[src/rtl/dma_irq_pkg.sv]
// Package: shared widths and bit positions for the DMA interrupt register.
// Assumes channel count stays at or below the stall status position.
package dma_irq_pkg;
    localparam int WORD_W         = 32;
    localparam int NUM_CH         = 10;
    localparam int CH_STAT_LSB    = 0;
    localparam int STALL_STAT_BIT = 13;
    localparam int FIFO_STAT_BIT  = 14;
    localparam int BERR_STAT_BIT  = 15;
    localparam int CH_MASK_LSB    = 16;
    localparam int STALL_MASK_BIT = 29;
    localparam int FIFO_MASK_BIT  = 30;
    // Sticky status vector: channels, then stall, fifo-empty, bus-error.
    localparam int NUM_STAT       = NUM_CH + 3;
    // Mask vector: channels, then stall, fifo-empty (bus error has none).
    localparam int NUM_MASK       = NUM_CH + 2;
endpackage

[src/rtl/irq_sticky_bits.sv]
// Module: a row of sticky status flops. An event sets a bit, a clear
// request drops it, and an event in the same cycle wins over the clear.
// Assumes event inputs are single-cycle pulses from the clock domain of clk.
module irq_sticky_bits #(
    parameter int W = 13
) (
    input  logic         clk,
    input  logic         rst_n,
    input  logic [W-1:0] set_i,
    input  logic [W-1:0] clr_i,
    output logic [W-1:0] q_o
);
    logic [W-1:0] q_r;

    // Update each status bit: set has priority over clear, otherwise hold.
    always_ff @(posedge clk) begin
        if (!rst_n) q_r <= '0;
        else        q_r <= set_i | (q_r & ~clr_i);
    end

    assign q_o = q_r;

    for (genvar i = 0; i < W; i++) begin : g_chk
        // a set bit without a clear stays set
        a_r2_sticky_hold: assert property (@(posedge clk) disable iff (!rst_n)
            (q_r[i] && !clr_i[i]) |=> q_r[i]);
        // clear without a concurrent event drops the bit
        a_r4_clear_drops: assert property (@(posedge clk) disable iff (!rst_n)
            (clr_i[i] && !set_i[i]) |=> !q_r[i]);
        // an event always lands, even against a clear
        a_r6_event_wins: assert property (@(posedge clk) disable iff (!rst_n)
            set_i[i] |=> q_r[i]);
    end
endmodule

[src/rtl/irq_toggle_bits.sv]
// Module: a row of mask flops, each inverted by a toggle request.
// Assumes toggle requests are already qualified by the write strobe.
module irq_toggle_bits #(
    parameter int W = 12
) (
    input  logic         clk,
    input  logic         rst_n,
    input  logic [W-1:0] tog_i,
    output logic [W-1:0] q_o
);
    logic [W-1:0] q_r;

    // Invert every bit that has a toggle request this cycle.
    always_ff @(posedge clk) begin
        if (!rst_n) q_r <= '0;
        else        q_r <= q_r ^ tog_i;
    end

    assign q_o = q_r;

    for (genvar i = 0; i < W; i++) begin : g_chk
        // a toggle request flips the bit
        a_r5_toggle_flips: assert property (@(posedge clk) disable iff (!rst_n)
            tog_i[i] |=> (q_r[i] != $past(q_r[i])));
        // no request, no change
        a_r5_idle_holds: assert property (@(posedge clk) disable iff (!rst_n)
            !tog_i[i] |=> $stable(q_r[i]));
    end
endmodule

[src/rtl/irq_line_gen.sv]
// Module: combines status with masks and registers the interrupt line.
// Assumes the first NM status bits pair index-for-index with the masks,
// and the status bit above them is the unmaskable one.
module irq_line_gen #(
    parameter int NS = 13,
    parameter int NM = 12
) (
    input  logic          clk,
    input  logic          rst_n,
    input  logic [NS-1:0] stat_i,
    input  logic [NM-1:0] mask_i,
    output logic          irq_o
);
    logic irq_d;
    logic irq_r;

    // Any enabled source, or any status bit above the masked range.
    always_comb begin
        irq_d = |(stat_i[NM-1:0] & mask_i);
        for (int k = NM; k < NS; k++) irq_d = irq_d | stat_i[k];
    end

    // Register the line so it is glitch-free at the block edge.
    always_ff @(posedge clk) begin
        if (!rst_n) irq_r <= 1'b0;
        else        irq_r <= irq_d;
    end

    assign irq_o = irq_r;
endmodule

[src/rtl/dma_irq_status.sv]
// Module: DMA interrupt status/mask register. Event pulses set sticky
// status bits; software writes clear status (write 1) and toggle masks
// (write 1); a registered line reports any enabled pending source.
// Assumes one write port with a strobe and a read port that is always valid.
module dma_irq_status
    import dma_irq_pkg::*;
(
    input  logic              clk,
    input  logic              rst_n,
    input  logic [NUM_CH-1:0] ch_done_i,
    input  logic              stall_evt_i,
    input  logic              fifo_empty_evt_i,
    input  logic              bus_err_evt_i,
    input  logic              wr_en_i,
    input  logic [WORD_W-1:0] wr_data_i,
    output logic [WORD_W-1:0] rd_data_o,
    output logic              irq_o
);
    localparam int STAT_STALL = NUM_CH;
    localparam int STAT_FIFO  = NUM_CH + 1;
    localparam int STAT_BERR  = NUM_CH + 2;

    logic [NUM_STAT-1:0] stat_set;
    logic [NUM_STAT-1:0] stat_clr;
    logic [NUM_STAT-1:0] stat_q;
    logic [NUM_MASK-1:0] mask_tog;
    logic [NUM_MASK-1:0] mask_q;
    logic [WORD_W-1:0]   used_bits;
    logic [WORD_W-1:0]   wr_word;

    // Only a strobed write carries clear or toggle requests.
    assign wr_word = wr_en_i ? wr_data_i : '0;

    // Gather event pulses into the status vector order.
    assign stat_set = {bus_err_evt_i, fifo_empty_evt_i, stall_evt_i, ch_done_i};

    // Route each status and mask position of the write word to its flop.
    for (genvar n = 0; n < NUM_CH; n++) begin : g_ch
        assign stat_clr[n] = wr_word[CH_STAT_LSB + n];
        assign mask_tog[n] = wr_word[CH_MASK_LSB + n];
    end
    assign stat_clr[STAT_STALL] = wr_word[STALL_STAT_BIT];
    assign stat_clr[STAT_FIFO]  = wr_word[FIFO_STAT_BIT];
    assign stat_clr[STAT_BERR]  = wr_word[BERR_STAT_BIT];
    assign mask_tog[STAT_STALL] = wr_word[STALL_MASK_BIT];
    assign mask_tog[STAT_FIFO]  = wr_word[FIFO_MASK_BIT];

    irq_sticky_bits #(.W(NUM_STAT)) u_stat (
        .clk   (clk),
        .rst_n (rst_n),
        .set_i (stat_set),
        .clr_i (stat_clr),
        .q_o   (stat_q)
    );

    irq_toggle_bits #(.W(NUM_MASK)) u_mask (
        .clk   (clk),
        .rst_n (rst_n),
        .tog_i (mask_tog),
        .q_o   (mask_q)
    );

    irq_line_gen #(.NS(NUM_STAT), .NM(NUM_MASK)) u_line (
        .clk    (clk),
        .rst_n  (rst_n),
        .stat_i (stat_q),
        .mask_i (mask_q),
        .irq_o  (irq_o)
    );

    // Assemble the read word; every unlisted position stays zero.
    always_comb begin
        rd_data_o = '0;
        used_bits = '0;
        for (int n = 0; n < NUM_CH; n++) begin
            rd_data_o[CH_STAT_LSB + n] = stat_q[n];
            rd_data_o[CH_MASK_LSB + n] = mask_q[n];
            used_bits[CH_STAT_LSB + n] = 1'b1;
            used_bits[CH_MASK_LSB + n] = 1'b1;
        end
        rd_data_o[STALL_STAT_BIT] = stat_q[STAT_STALL];
        rd_data_o[FIFO_STAT_BIT]  = stat_q[STAT_FIFO];
        rd_data_o[BERR_STAT_BIT]  = stat_q[STAT_BERR];
        rd_data_o[STALL_MASK_BIT] = mask_q[STAT_STALL];
        rd_data_o[FIFO_MASK_BIT]  = mask_q[STAT_FIFO];
        used_bits[STALL_STAT_BIT] = 1'b1;
        used_bits[FIFO_STAT_BIT]  = 1'b1;
        used_bits[BERR_STAT_BIT]  = 1'b1;
        used_bits[STALL_MASK_BIT] = 1'b1;
        used_bits[FIFO_MASK_BIT]  = 1'b1;
    end

    // a pending bus error always drives the line on the next cycle
    a_r10_berr_unmasked: assert property (@(posedge clk) disable iff (!rst_n)
        rd_data_o[BERR_STAT_BIT] |=> irq_o);
    // nothing pending means the line is low one cycle later
    a_r7_quiet_line: assert property (@(posedge clk) disable iff (!rst_n)
        (rd_data_o[BERR_STAT_BIT:0] == '0) |=> !irq_o);
    // a write that touches only unused bits, with no events, changes nothing
    a_r8_spare_write: assert property (@(posedge clk) disable iff (!rst_n)
        (wr_en_i && ((wr_data_i & used_bits) == '0) && (stat_set == '0))
        |=> $stable(rd_data_o));
    // the read word is zero right after reset
    a_r1_reset_clear: assert property (@(posedge clk)
        !rst_n |=> (rd_data_o == '0 && !irq_o));
endmodule

[config.mk]
export PLATFORM = sky130hd
export DESIGN_NAME = dma_irq_status
export DESIGN_NICKNAME = d
export VERILOG_FILES = /design/src/rtl/dma_irq_pkg.sv /design/src/rtl/irq_sticky_bits.sv /design/src/rtl/irq_toggle_bits.sv /design/src/rtl/irq_line_gen.sv /design/src/rtl/dma_irq_status.sv
export SDC_FILE = /design/constraint.sdc
export NUM_CORES = 1
export LEC_CHECK = 0
export ABC_AREA = 0
export BUFFER_PORTS_ARGS = -buffer_cell sky130_fd_sc_hd__buf_2
export CORE_ASPECT_RATIO = 0.6
export CORE_UTILIZATION = 39
export CTS_CLUSTER_DIAMETER = 60
export DETAILED_ROUTE_END_ITERATION = 7
export GPL_TIMING_DRIVEN = 1
export PLACE_DENSITY = 0.85
export RECOVER_POWER = 100
export SYNTH_ARGS = -nofsm -noshare
export SYNTH_HDL_FRONTEND = slang
export SYNTH_SLANG_ARGS = --single-unit
[constraint.sdc]
create_clock -name clk -period 1.2 [get_ports clk]
set_input_delay 0 -clock clk [delete_from_list [all_inputs] [get_ports clk]]
set_output_delay 0 -clock clk [all_outputs]
set_load 0.01 [all_outputs]
# Word-level counts from Yosys, hierarchy flattened
# Cells that the tools add are included.
# totals
register_bits,26
input_bits,48
output_inout_bits,33
word_cells,11
# op_classes
mux,1
n_bitwise,6
reduce_logical,1
# ops
operator,count
$mux 31,1
$and 13x13->13,1
$not 13->13,1
$or 13x13->13,1
$and 12x12->12,1
$reduce_or 12->1,1
$xor 12x12->12,1
$or 1x1->1,1

# Longest topological paths before layout
# Gate-level depths: netlist (run 1).
# depth
ltp_word,4
depth_mapped,5
ltp_nobuf,3

# Cells and area by module
# Synthesis (run 1) repeated with hierarchy kept, for this count alone.
# hier_totals
hier_cells,122
hier_area_um2,1219.9
# modules_own_cells
module,n_inst,cells_per_inst,area_per_inst_um2
irq_sticky_bits,1,40,450.4
irq_toggle_bits,1,37,427.9
dma_irq_status,1,35,259.0
irq_line_gen,1,10,82.6

# Worst setup path before layout (run 1)
# No wires, ideal clock.
# synth_path
path_type,register to register
from,reg u_stat.q_r[8] (netlist: u_stat.q_o[8])
to,reg u_line.irq_r (netlist: u_line.irq_o)
setup_ns,0.115
arrival_time_ns,0.921
t_required_ns,1.085
path_slack_ns,0.164
path_stages_with_launch,4
path_buffers,0
synth_period_minus_slack_ns,1.036
cell_sequence,dfxtp_1 > a222oi_1 > nand3_1 > o21a_1
# synth_between
elab_chain_len,3
# synth_lines
element,line,rtl
"start, declared",irq_sticky_bits.sv:13,logic [W-1:0] q_r;
"start signal, assigned",irq_sticky_bits.sv:18,else q_r <= set_i | (q_r & ~clr_i);
$and 12x12->12,irq_line_gen.sv:19,irq_d = |(stat_i[NM-1:0] & mask_i);
$reduce_or 12->1,irq_line_gen.sv:19,
$or 1x1->1,irq_line_gen.sv:20,for (int k = NM; k < NS; k++) irq_d = irq_d | stat_i[k];
"end signal, assigned",irq_line_gen.sv:26,else irq_r <= irq_d;
"end, declared",irq_line_gen.sv:15,logic irq_r;
# No other way between the ends.
# A chain may end at the register's enable or synchronous reset.

# Worst setup path in the final report (run 1)
# layout_path
from,reg u_mask.q_r[8] (netlist: u_mask.q_o[8])
to,reg u_line.irq_r (netlist: u_line.irq_o)
# layout_between
elab_chain_len,3
# layout_lines
element,line,rtl
"start, declared",irq_toggle_bits.sv:11,logic [W-1:0] q_r;
"start signal, assigned",irq_toggle_bits.sv:16,else q_r <= q_r ^ tog_i;
$and 12x12->12,irq_line_gen.sv:19,
$reduce_or 12->1,irq_line_gen.sv:19,
$or 1x1->1,irq_line_gen.sv:20,
# No other way between the ends.

==> flow_metrics.tcl, run 1 <==
set metrics [dict create \
    status "finished with violations" \
    violations "design-rule violations" \
    fin_worst_skew_ps 3.60 \
    dr.pass1.iters 6 \
    yosysTopAreaCellShare_pct 47.3 \
    met1Wirelength_mm 1.25 \
    routabilityCongestion 0.686 \
    root_buffer "clkbuf_8" \
    wl_met3_um 217 \
    antenna_found_initial 0 \
    rsz0062_at_grt "false" \
    ys_warn_count 0 \
    endpoint_kind "flip-flop" \
    layout_common_cells "41 x buf_2, 25 x nand2_1, 25 x clkbuf_1, 25 x dfxtp_1, 14 x a21oi_1" \
    h-tree-depth 1 \
    die_h_um 43.2 \
    fmax_mhz 882 \
    worstPathArrival_ps 1300 \
    chipWidth_um 70.6 \
    hold_viol_final 0 \
    ir_worst_vdd_v 0.000649 \
    wl_met2_mm 1.03 \
    tritoncts "yes" \
    synth_area_um2 1100 \
    viasPerCell 4.44 \
    clk_pin_slew_worst_paths_ps 90 \
    drive_gt1_share_pct 23.0 \
    max_cap_viol_count 0 \
    synth_seq_area_share_pct 47.3 \
    cp.required_ps 1360 \
    core_um2 2590 \
    row_count 14 \
    worstPathCellList "a222oi_1 > nand3_1 > o21a_1" \
    wl_per_cell_um 10.8 \
    yosysUniqueCellTypes 14 \
    start_kind "flip-flop" \
    ys_ff_latch 26 \
    power_leakage_nw 0.688 \
    gr-total-overflow 0 \
    final_max_slew_viol_count 0 \
    grt_pass1_wl_mm 3.88 \
    cp_slowest_cell "a222oi_1" \
    timing.final.crit_share_pct 94.4 \
    post-route-util_pct 60.0 \
    cpPeakStageDelay_ps 390 \
    grt_pass1_vias 920 \
    hpwl_mm 1.66 \
    highest_layer "met4" \
    cts_buffer_depth 2 \
    synthCells 123 \
    numClockSinks 26 \
    post-synth-top-area-cell "dfxtp_1" \
    n_antenna_cell 0 \
    hold_class "in -> reg" \
    post-cts-setup-buffer-count 0 \
    via_count 1031 \
    cts_inserted_buffers 3 \
    grt_usage_pct 16.8 \
    totalWireLength_mm 2.51 \
    path_max_fanout 3 \
    initial_core_util_pct 42.5 \
    setup_viol 0 \
    ios 81 \
    die-area_um2 3050 \
    syn_to_final_growth_pct 41.2 \
    synth.avg_cell_area_um2 8.95 \
    synth.top_cells.by_area "dfxtp_1 47%, xnor2_1 9.5%, nand2_1 8.5%, nor2b_1 7.4%, and2_1 6.8%" \
    tns_ps 0 \
    final_common_cell "buf_2" \
    port_buffers 66 \
    grt_max_degree 27 \
    nets 249 \
    worstSetupPathType "reg -> reg" \
    post-route-min-period_ps 1130 \
    first_iter_violations 57 \
    powerDensity_nw_per_um2 1220 \
    clock_latency_ps 260 \
    post-route-drc-count 12 \
    ant_nets 0 \
]
==> report_power, final <==
part           total, mW  leakage (nW)  switching, mW  internal, mW
logic              0.360         0.443          0.169         0.191
registers          0.993         0.217         0.0586         0.935
clock network      0.545        0.0288          0.253         0.293
==> sequential cells by signal (all words and copies together) (netlist names) <==
register,cells
u_stat.q_o,13
u_mask.q_o,12
u_line.irq_o,1
==> final timing paths <==
check                      from       endpoint  slack (ps)  cells after the start
setup reg to reg  u_mask.q_o[8]   u_line.irq_o          70                      3
hold reg to reg   u_stat.q_o[1]  u_stat.q_o[1]         540                      2
hold / removal     wr_data_i[5]  u_stat.q_o[5]          50                      4
setup / recovery  u_mask.q_o[8]   u_line.irq_o          70                      3
==> repair_timing <==
action,4_1_cts,5_1_grt
setup endpoints to repair,0,1
endpoints found under the hold margin,13,0
hold buffers,13,0
gates resized for setup,0,1
==> critical path: cells and delay by family, from the launching register on <==
kind | cells | cell delay [ps]
flip-flops | 1 | 340
AND/OR/NAND/NOR | 1 | 110
AO/OA/AOI/OAI | 2 | 580
==> metal layers <==
metal  up-vias  track usage, %
li1        536               -
met1       445            21.8
met2        48            26.4
met3         2            6.65
met4         0            3.60
met5         -               0
==> cell families (layout without fill, tap and decap cells) <==
family | after synthesis | in the layout | synth area share (%)
DFF | 26 | 26 | 47.3
buffers and inverters | 12 | 83 | 8.52
xor gates and xnor gates | 12 | 12 | 9.55
other | 1 | 7 | 0.341
AOI/OAI and AO/OA | 20 | 20 | 10.7
and+or+nand+nor | 52 | 52 | 23.6
==> synthesized netlist by cell type <==
cell type / count
xnor2_1: 12
and2_1: 12
a22oi_1: 4
dfxtp_1: 26
a21oi_1: 14
clkbuf_1: 2
nor2b_1: 13
buf_6: 3
o21a_1: 1
buf_4: 7
nand2_1: 25
nand3_1: 2
conb_1: 1
a222oi_1: 1
==> final cells by class <==
| class | count | area, um^2 |
|---|---|---|
| Tap cell | 32 | 40.0 |
| Timing Repair Buffer | 79 | 429 |
| Multi-Input combinational cell | 91 | 509 |
| Sequential cell | 26 | 522 |
| Clock buffer | 4 | 55.1 |
| Fill cell | 257 | 1040 |
==> stage by stage <==
step	area (um^2)	power [mW]	cells	hold slack, ps	worst slack, ps
after CTS	1590	1.93	232	52.8	33.2
after detailed placement	1400	1.36	215	235	48.5
final	1560	1.90	232	54.5	66.7
after global placement	1400	1.35	215	225	92.5
after global routing	1560	2.01	232	73.0	1.60
after floorplan	1120	1.22	129	128	164
(Power assumes the default switching activity.)
==> inputs of run 2 (changes only) <==
--- a/config.mk
+++ b/config.mk
@@ -7,12 +7,14 @@
 export LEC_CHECK = 0
 export ABC_AREA = 0
 export BUFFER_PORTS_ARGS = -buffer_cell sky130_fd_sc_hd__buf_2
+export CELL_PAD_IN_SITES_DETAIL_PLACEMENT = 1
+export CELL_PAD_IN_SITES_GLOBAL_PLACEMENT = 2
 export CORE_ASPECT_RATIO = 0.6
-export CORE_UTILIZATION = 39
+export CORE_UTILIZATION = 20
 export CTS_CLUSTER_DIAMETER = 60
 export DETAILED_ROUTE_END_ITERATION = 7
 export GPL_TIMING_DRIVEN = 1
-export PLACE_DENSITY = 0.85
+export PLACE_DENSITY = 0.84
 export RECOVER_POWER = 100
 export SYNTH_ARGS = -nofsm -noshare
 export SYNTH_HDL_FRONTEND = slang
==> flow_metrics.tcl, run 2 (synthesis results as in run 1) <==
set metrics [dict create \
    tritoncts "yes" \
    power_mw 1.85 \
    endpoint_kind "flip-flop" \
    ios 81 \
    post-route-drc-count 9 \
    die_h_um 59.5 \
    ir_worst_vdd_v 0.000375 \
    status "finished with violations" \
    antenna_found_initial 0 \
    totalWireLength_mm 3.01 \
    syn_to_final_growth_pct 44.8 \
    root_buffer "clkbuf_8" \
    violations "design-rule violations" \
    numClockSinks 26 \
    path_buf_inv 0 \
    fin_worst_skew_ps 3.55 \
    hpwl_mm 2.23 \
    dp.cells 249 \
    tns_ps 0 \
    port_buffers 66 \
    grt_pass1_vias 1022 \
    cts_inserted_buffers 3 \
    cts_buffer_depth 2 \
    routabilityCongestion 0.654 \
    cp_slowest_cell "a222oi_1" \
    start_kind "flip-flop" \
    hold_class "in -> reg" \
    die-area_um2 5820 \
    initial_core_util_pct 21.3 \
    rsz0062_at_grt "true" \
    timing.final.crit_share_pct 93.6 \
    chipWidth_um 97.8 \
    core_um2 5180 \
    final_cells 266 \
    grt_usage_pct 10.7 \
    grt_pass1_wl_mm 4.79 \
    via_count 1044 \
    rrSetupSlack_ps 80 \
    final_max_slew_viol_count 0 \
    wl_per_cell_um 11.3 \
    n_fill_cell 634 \
    post-place-ws_ps -3.65 \
    worstSetupPathType "reg -> reg" \
    grt_max_degree 27 \
    cp.required_ps 1370 \
    cpPeakStageDelay_ps 400 \
    first_iter_violations 20 \
    worst_slack_ps 76.8 \
    final_common_cell "buf_2" \
    cpLargestDelayFamily "compound AO/OA/AOI/OAI gates" \
    worstPathArrival_ps 1290 \
    row_count 20 \
    gr-total-overflow 0 \
    clock_latency_ps 260 \
    fmax_mhz 890 \
    layout_common_cells "41 x buf_2, 25 x nand2_1, 24 x clkbuf_1, 24 x dfxtp_1, 14 x a21oi_1" \
    h-tree-depth 1 \
    viasPerCell 3.92 \
    power_leakage_nw 0.692 \
    n_antenna_cell 0 \
    largest_reg_flops 13 \
    dr.pass1.iters 6 \
    nets 250 \
    post-route-min-period_ps 1120 \
    powerDensity_nw_per_um2 1160 \
    ant_nets 0 \
    setup_viol 0 \
    drive_gt1_share_pct 24.0 \
    max_cap_viol_count 0 \
    path_max_fanout 3 \
    clk_pin_slew_worst_paths_ps 90 \
    post-route-util_pct 30.8 \
    hold_viol_final 0 \
    worstPathCellList "a222oi_1 > nand3_1 > o21a_1" \
]
## run 2: changes by cell type in the layout (fill, tap and decap cells not counted)
cell	delta
and2_0	-2
and2_1	+2
buf_4	+1
clkbuf_1	-1
clkbuf_2	+1
clkbuf_8	-1
dfxtp_1	-1
dfxtp_2	+1
## run 2: area by class of cell
class | instances | area, um^2 | share of cell area (%)
timing repair buffer | 80 | 438 | 27.5
clock buffer | 3 | 41.3 | 2.59
sequential | 26 | 523 | 32.8
multi-input combinational | 91 | 509 | 31.9
tap | 66 | 82.6 | 5.18
## run 2: stage by stage
step	cell area, um^2	hold slack [ps]
4_1_cts	1620	57.0
6_report	1590	53.4
3_3_place_gp	1440	232
2_1_floorplan	1120	128
5_1_grt	1590	56.8
3_5_place_dp	1440	238
## run 2: final timing paths
check                  endpoint           from  cells past startpoint
hold reg to reg   u_stat.q_o[8]  u_stat.q_o[8]                      2
setup / recovery   u_line.irq_o  u_stat.q_o[8]                      3
hold / removal    u_stat.q_o[2]   wr_data_i[2]                      4
setup reg to reg   u_line.irq_o  u_stat.q_o[8]                      3
## run 2: metal layers
metal	vias to the layer above	global-route usage, %	routed length (um)
met5	-	0	0
met4	0	2.60	27
met3	2	3.54	199
met2	36	16.9	1260
met1	470	14.3	1520
li1	536	-	-
## run 2: power by group
| group | total, mW | internal (mW) | switching (mW) |
|---|---|---|---|
| registers | 0.994 | 0.935 | 0.0591 |
| logic | 0.368 | 0.195 | 0.173 |
| clock network | 0.484 | 0.225 | 0.259 |
## run 2: worst reg2reg max path: cells and delay by family, from the launching register on
kind               cells  cell delay, ps
AOI/OAI and AO/OA      2             580
DFF                    1             330
and+or+nand+nor        1             120
## run 2: timing repair
action	4_1_cts	5_1_grt
gates resized for setup	2	1
buffers inserted	1	0
hold buffers	13	0
hold endpoints to repair	13	0
setup endpoints to repair	1	1
pin swaps	2	3
